File: src/rtl/irqc_pkg.sv
package irqc_pkg;
  localparam int REG_W    = 8;
  localparam int GRP_N    = 8;
  localparam int SRC_N    = 2 * GRP_N;
  localparam int SEC_BITS = 5;
  localparam int PRI_BITS = GRP_N - SEC_BITS;
  localparam int EDGE_N   = 4;

  localparam int OFS_EOI   = 'h00;
  localparam int OFS_INPUT = 'h02;
  localparam int OFS_SYSEN = 'h04;
  localparam int OFS_PRI   = 'h06;
  localparam int OFS_SEC   = 'h08;
  localparam int OFS_LVLEN = 'h0E;
  localparam int OFS_LVL   = 'h10;

  localparam int EDGE_OFS [EDGE_N] = '{'h0A, 'h0C, 'h12, 'h14};
endpackage

File: src/rtl/irqc_pend.sv
module irqc_pend #(
  parameter int N = 8
) (
  input  logic         clk_i,
  input  logic         rst_ni,
  input  logic [N-1:0] src_i,
  input  logic [N-1:0] clr_i,
  output logic [N-1:0] pend_o
);
  for (genvar i = 0; i < N; i++) begin : g_bit
    logic q;
    // set dominates clear: a still-high source keeps its bit
    always_ff @(posedge clk_i or negedge rst_ni) begin
      if (!rst_ni) q <= 1'b0;
      else         q <= src_i[i] | (q & ~clr_i[i]);
    end
    assign pend_o[i] = q;
  end
endmodule

File: src/rtl/irqc_regs.sv
module irqc_regs
  import irqc_pkg::*;
#(
  parameter int ADDR_W = 5
) (
  input  logic              clk_i,
  input  logic              rst_ni,
  input  logic [ADDR_W-1:0] addr_i,
  input  logic              we_i,
  input  logic [REG_W-1:0]  wdata_i,
  input  logic [GRP_N-1:0]  lvl_src_i,
  input  logic [GRP_N-1:0]  lvl_pend_i,
  input  logic [GRP_N-1:0]  sys_pend_i,
  output logic [REG_W-1:0]  rdata_o,
  output logic [GRP_N-1:0]  lvl_en_o,
  output logic [GRP_N-1:0]  sys_en_o,
  output logic [GRP_N-1:0]  lvl_clr_o,
  output logic [GRP_N-1:0]  sys_clr_o,
  output logic              eoi_o
);
  logic hit_eoi, hit_in, hit_sysen, hit_pri, hit_sec, hit_lvlen, hit_lvl;
  logic [EDGE_N-1:0] hit_edge;

  assign hit_eoi   = (addr_i == ADDR_W'(OFS_EOI));
  assign hit_in    = (addr_i == ADDR_W'(OFS_INPUT));
  assign hit_sysen = (addr_i == ADDR_W'(OFS_SYSEN));
  assign hit_pri   = (addr_i == ADDR_W'(OFS_PRI));
  assign hit_sec   = (addr_i == ADDR_W'(OFS_SEC));
  assign hit_lvlen = (addr_i == ADDR_W'(OFS_LVLEN));
  assign hit_lvl   = (addr_i == ADDR_W'(OFS_LVL));

  logic [GRP_N-1:0] lvl_en_q, sys_en_q;
  logic [REG_W-1:0] edge_q [EDGE_N];

  always_ff @(posedge clk_i or negedge rst_ni) begin
    if (!rst_ni) begin
      lvl_en_q <= '0;
      sys_en_q <= '0;
    end else if (we_i) begin
      if (hit_lvlen) lvl_en_q <= wdata_i;
      if (hit_sysen) sys_en_q <= wdata_i;
    end
  end

  // edge-control storage: held inert, readable only
  for (genvar e = 0; e < EDGE_N; e++) begin : g_edge
    assign hit_edge[e] = (addr_i == ADDR_W'(EDGE_OFS[e]));
    always_ff @(posedge clk_i or negedge rst_ni) begin
      if (!rst_ni)                 edge_q[e] <= '0;
      else if (we_i && hit_edge[e]) edge_q[e] <= wdata_i;
    end
  end

  assign lvl_en_o  = lvl_en_q;
  assign sys_en_o  = sys_en_q;
  assign eoi_o     = we_i & hit_eoi;
  assign lvl_clr_o = (we_i && hit_lvl) ? wdata_i : '0;
  assign sys_clr_o[SEC_BITS-1:0] = (we_i && hit_sec) ? wdata_i[SEC_BITS-1:0] : '0;
  assign sys_clr_o[GRP_N-1:SEC_BITS] = (we_i && hit_pri) ? wdata_i[GRP_N-1:SEC_BITS] : '0;

  always_comb begin
    rdata_o = '0;
    if (hit_in)    rdata_o = lvl_src_i;
    if (hit_sysen) rdata_o = sys_en_q;
    if (hit_pri)   rdata_o = {sys_pend_i[GRP_N-1:SEC_BITS], {SEC_BITS{1'b0}}};
    if (hit_sec)   rdata_o = {{PRI_BITS{1'b0}}, sys_pend_i[SEC_BITS-1:0]};
    if (hit_lvlen) rdata_o = lvl_en_q;
    if (hit_lvl)   rdata_o = lvl_pend_i;
    for (int e = 0; e < EDGE_N; e++) begin
      if (hit_edge[e]) rdata_o = edge_q[e];
    end
  end
endmodule

File: src/rtl/irqc_out.sv
module irqc_out (
  input  logic clk_i,
  input  logic rst_ni,
  input  logic active_i,
  input  logic eoi_i,
  output logic irq_o
);
  logic irq_q;
  // held for the whole episode; only end-of-interrupt drops it
  always_ff @(posedge clk_i or negedge rst_ni) begin
    if (!rst_ni)    irq_q <= 1'b0;
    else if (eoi_i) irq_q <= 1'b0;
    else            irq_q <= irq_q | active_i;
  end
  assign irq_o = irq_q;
endmodule

File: src/rtl/irq_concentrator.sv
module irq_concentrator
  import irqc_pkg::*;
#(
  parameter int ADDR_W = 5
) (
  input  logic              clk_i,
  input  logic              rst_ni,
  input  logic [ADDR_W-1:0] addr_i,
  input  logic              we_i,
  input  logic [REG_W-1:0]  wdata_i,
  output logic [REG_W-1:0]  rdata_o,
  input  logic [SRC_N-1:0]  src_i,
  output logic              irq_o
);
  logic [GRP_N-1:0] lvl_pend, sys_pend, lvl_en, sys_en, lvl_clr, sys_clr;
  logic eoi, any_active;

  irqc_regs #(.ADDR_W(ADDR_W)) u_regs (
    .clk_i, .rst_ni, .addr_i, .we_i, .wdata_i,
    .lvl_src_i (src_i[GRP_N-1:0]),
    .lvl_pend_i(lvl_pend),
    .sys_pend_i(sys_pend),
    .rdata_o,
    .lvl_en_o  (lvl_en),
    .sys_en_o  (sys_en),
    .lvl_clr_o (lvl_clr),
    .sys_clr_o (sys_clr),
    .eoi_o     (eoi)
  );

  irqc_pend #(.N(GRP_N)) u_lvl (
    .clk_i, .rst_ni, .src_i(src_i[GRP_N-1:0]), .clr_i(lvl_clr), .pend_o(lvl_pend)
  );

  irqc_pend #(.N(GRP_N)) u_sys (
    .clk_i, .rst_ni, .src_i(src_i[SRC_N-1:GRP_N]), .clr_i(sys_clr), .pend_o(sys_pend)
  );

  assign any_active = |{lvl_pend & lvl_en, sys_pend & sys_en};

  irqc_out u_out (
    .clk_i, .rst_ni, .active_i(any_active), .eoi_i(eoi), .irq_o
  );
endmodule

File: config.mk
export PLATFORM = sky130hd
export DESIGN_NAME = irq_concentrator
export DESIGN_NICKNAME = d
export VERILOG_FILES = /design/src/rtl/irqc_pkg.sv /design/src/rtl/irqc_pend.sv /design/src/rtl/irqc_regs.sv /design/src/rtl/irqc_out.sv /design/src/rtl/irq_concentrator.sv
export SDC_FILE = /design/constraint.sdc
export NUM_CORES = 1
export LEC_CHECK = 0
export ABC_AREA = 1
export BUFFER_PORTS_ARGS = -buffer_cell sky130_fd_sc_hd__buf_2
export CORE_MARGIN = 3
export CORE_UTILIZATION = 53
export CTS_CLUSTER_DIAMETER = 80
export DETAILED_ROUTE_END_ITERATION = 6
export MAX_ROUTING_LAYER = met4
export PLACE_DENSITY = 0.75
export REMOVE_ABC_BUFFERS = 1
export SLEW_MARGIN = 20
export SYNTH_ARGS = -nofsm -noshare
export SYNTH_HDL_FRONTEND = slang
export SYNTH_SLANG_ARGS = --single-unit
File: constraint.sdc
create_clock -name clk_i -period 1.5 [get_ports clk_i]
set_input_delay 0.15 -clock clk_i [delete_from_list [all_inputs] [get_ports clk_i]]
set_output_delay 0.15 -clock clk_i [all_outputs]
set_load 0.05 [all_outputs]
==> key figures <==
Critical path
  • Top fanout value on the critical path: 2
  • Kind of start point of the critical path: flop
  • Worst Path Required: roughly 1.4 ns
  • Critical path data arrival time: 1.44 ns
  • Kind of end point of the critical path: primary output
  • Critical path class: flop to primary output

Global routing
  • Antenna violations before repair: 0
  • First-pass GRT wire length: roughly 14 mm
  • Tot GR Track Use: 0.264
  • Maximum number of pins on one net before global-route repair: 66
  • Overflow left after global routing: 0
  • Vias in the first global route: 2,993

Detailed routing
  • Initial DRC Count: approximately 280
  • Count of TritonRoute iterations in the first routing pass: 5
  • Vias: between 3k and 4k
  • Number of remaining DRC errors: 0
  • Remaining number of nets flagged by the antenna check after routing: 0
  • Wire per inst: 14.9 um
  • Total Wirelength: between 8 and 9 mm
  • Vias per std cell: 5.40

Timing
  • Worst-margin pin slew: just over 0.5 ns
  • Post-route fraction of the period consumed by the critical path: 1.06
  • Total count of max-transition violations in the final report: 0
  • Setup repair after global routing missed its margin: true
  • Final count of negative-setup-slack endpoints: 8
  • Relative max-transition margin: 0.662
  • Time the final worst path needs with I/O delays and setup: about 1.6 ns
  • Hold Fails Final Rpt: 0
  • Max Freq: roughly 630 MHz
  • Post-Route Setup TNS: -0.527 ns
  • Worst-case setup margin in the final layout: -0.0919 ns
  • Clock skew: 0.00302 ns

Outcome
  • Outcome: complete, but fails checks
  • Violated checks: setup timing

Flow run
  • Max-cap check violation count: 0

Floorplanning
  • I/O pin cnt: 41
  • Floorplan row count: 27
  • Die H: 83.5 um
  • Total core area: ~0.0056 mm^2
  • Die width: ~83 um
  • Effective utilization at floorplan: 0.564
  • Area enclosed by the die boundary: 0.00697 mm^2

Logic synthesis
  • Post-Syn Instances: roughly 410
  • Syn Area/Cell: between 7 and 8 um^2
  • Synthesized area: 0.00318 mm^2
  • #FFs+latches synth: 65
  • Count of yosys warnings during synthesis: 0
  • Number of unique standard cell types used by synthesis: 22
  • Sequential element share of the synthesized area: 0.511

Pwr
  • P_leak: between 2 and 2.5 nW
  • Power density normalized to cell area: 1150 mW/mm^2
  • Worst ir drop on vdd: roughly 0.001 V

Clock network
  • Post-CTS clock slew at the launch and capture registers of the worst setup and hold paths: around 0.070 ns
  • Number of buffers on the longest clock path: 2
  • H-tree depth: 3
  • Clock root buffer master: sky130_fd_sc_hd__clkbuf_8
  • Clock insertion delay at the later pin of the skew report: 0.34 ns
  • CTS tree: done
  • Sink Count: 65
  • TritonCTS buffer count: 9

Placement
  • Worst setup slack after placement: -0.0865 ns
  • IO buf count: 40
  • Gpl congestion: between 0.9 and 1
  • DP Wirelength: about 5.9 mm

Cells and area
  • Ant diodes: 0
  • Fraction of layout cells with a size suffix above 1: 0.232
  • Number of nets in the finished design: 527
  • Area growth from synthesis to layout: 29.4%

Min path
  • Path type of the worst min-delay path: primary input to flop
[critical path, cell delays in order, from the launching register on]
cell                      delay (ns)
sky130_fd_sc_hd__dfrtp_1        0.40
sky130_fd_sc_hd__nand4_1        0.12
sky130_fd_sc_hd__nand3_2        0.09
sky130_fd_sc_hd__nor2_1         0.12
sky130_fd_sc_hd__nand4_1        0.09
sky130_fd_sc_hd__nand2_1        0.07
sky130_fd_sc_hd__nand2_1        0.05
sky130_fd_sc_hd__buf_6          0.15
[state kept, by name, indices dropped and copies added, names as in the netlist]
| signal | count |
|---|---|
| u_regs.sys_en_o | 8 |
| u_regs.edge_q | 32 |
| u_out.irq_o | 1 |
| u_sys.g_bit.q | 8 |
| u_regs.lvl_en_o | 8 |
| u_lvl.g_bit.q | 8 |
[placed cells by master (no fill, tap or decap)]
cell and count:
sky130_fd_sc_hd__a21oi_1 9, sky130_fd_sc_hd__a31oi_1 1, sky130_fd_sc_hd__buf_12 4, sky130_fd_sc_hd__buf_2 32
sky130_fd_sc_hd__buf_4 34, sky130_fd_sc_hd__buf_6 8, sky130_fd_sc_hd__bufinv_16 3, sky130_fd_sc_hd__clkbuf_1 2
sky130_fd_sc_hd__clkbuf_8 9, sky130_fd_sc_hd__clkinv_2 1, sky130_fd_sc_hd__clkinv_4 1, sky130_fd_sc_hd__dfrtp_1 65
sky130_fd_sc_hd__dlygate4sd3_1 6, sky130_fd_sc_hd__inv_1 33, sky130_fd_sc_hd__inv_2 9, sky130_fd_sc_hd__nand2_1 142
sky130_fd_sc_hd__nand2_2 1, sky130_fd_sc_hd__nand3_1 12, sky130_fd_sc_hd__nand3_2 6, sky130_fd_sc_hd__nand4_1 23
sky130_fd_sc_hd__nor2_1 26, sky130_fd_sc_hd__nor2_2 5, sky130_fd_sc_hd__nor2_4 2, sky130_fd_sc_hd__nor3_1 1
sky130_fd_sc_hd__nor4_4 1, sky130_fd_sc_hd__o21ai_0 3, sky130_fd_sc_hd__o21ai_1 56, sky130_fd_sc_hd__o21bai_1 5
[report_power, final]
part,total (mW),internal (mW),switching [mW]
combinational,0.787,0.345,0.442
clock,1.80,1.11,0.692
sequential,2.14,1.99,0.145
[cell type report]
type	count	area, um^2
inverters	42	158
clock inverters	5	104
repair buffers	84	646
fillers	438	1520
multi-input cells	293	1370
well taps	72	90.1
clock buffers	11	131
flip-flops and latches	65	1630
[stage by stage]
step | power (mW) | cells | area, um^2 | utilization | hold WS, ns
5_1_grt | 4.94 | 572 | 4120 | 0.730 | 0.0115
4_1_cts | 4.70 | 566 | 4050 | 0.717 | 0.00348
3_5_place_dp | 2.83 | 536 | 3630 | 0.644 | 0.191
6_report | 4.73 | 572 | 4120 | 0.730 | 0.00534
2_1_floorplan | 2.56 | 400 | 3110 | - | -0.146
3_3_place_gp | 2.80 | 536 | 3630 | 0.644 | 0.192
[worst paths after layout]
path | startpoint | endpoint | slack (ns) | cells past startpoint
max in group asynchronous | rst_ni | u_regs.edge_q[5] | 0.87 | 3
min in group asynchronous | rst_ni | u_sys.g_bit[0].q | 0.35 | 3
min reg2reg | u_regs.edge_q[2] | u_regs.edge_q[2] | 0.49 | 2
max | u_regs.sys_en_o[6] | rdata_o[6] | -0.09 | 7
max reg2reg | u_regs.sys_en_o[5] | u_out.irq_o | 0.32 | 6
min | src_i[11] | u_sys.g_bit[3].q | 0.005 | 2
[synth_stat cells (all sizes together)]
master	number	share of area
nand2	143	0.17
dfrtp	65	0.51
o21ai	59	0.093
inv	42	0.050
nor2	33	0.046
nand4	23	0.045
nand3	18	0.028
buf	10	0.018
a21oi	9	0.014
o21bai	5	0.012
clkbuf	3	0.0035
a31oi	1	0.0020
nor3	1	0.0016
nor4	1	0.0067
[per-layer routing]
metal  wire, um  global-route usage  share of wire
met1       3950               0.370           0.46
met2       3880               0.388           0.46
met3        561              0.0523          0.066
met4        125              0.0877          0.015
met5          0                   -              0
[cells by family after synthesis]
logic type	share of synthesized area
compound gates	0.121
flops	0.511
simple gates	0.297
buf+inv	0.0711
[what timing repair did]
item | CTS | global route
endpoints found under the hold margin | 70 | 0
buffers inserted | 8 | 6
resized for setup | 19 | 9
pin swaps | 6 | 11
hold buffers | 6 | 0
setup endpoints to repair | 8 | 8
No activity file was read; power rests on OpenSTA's default activity.
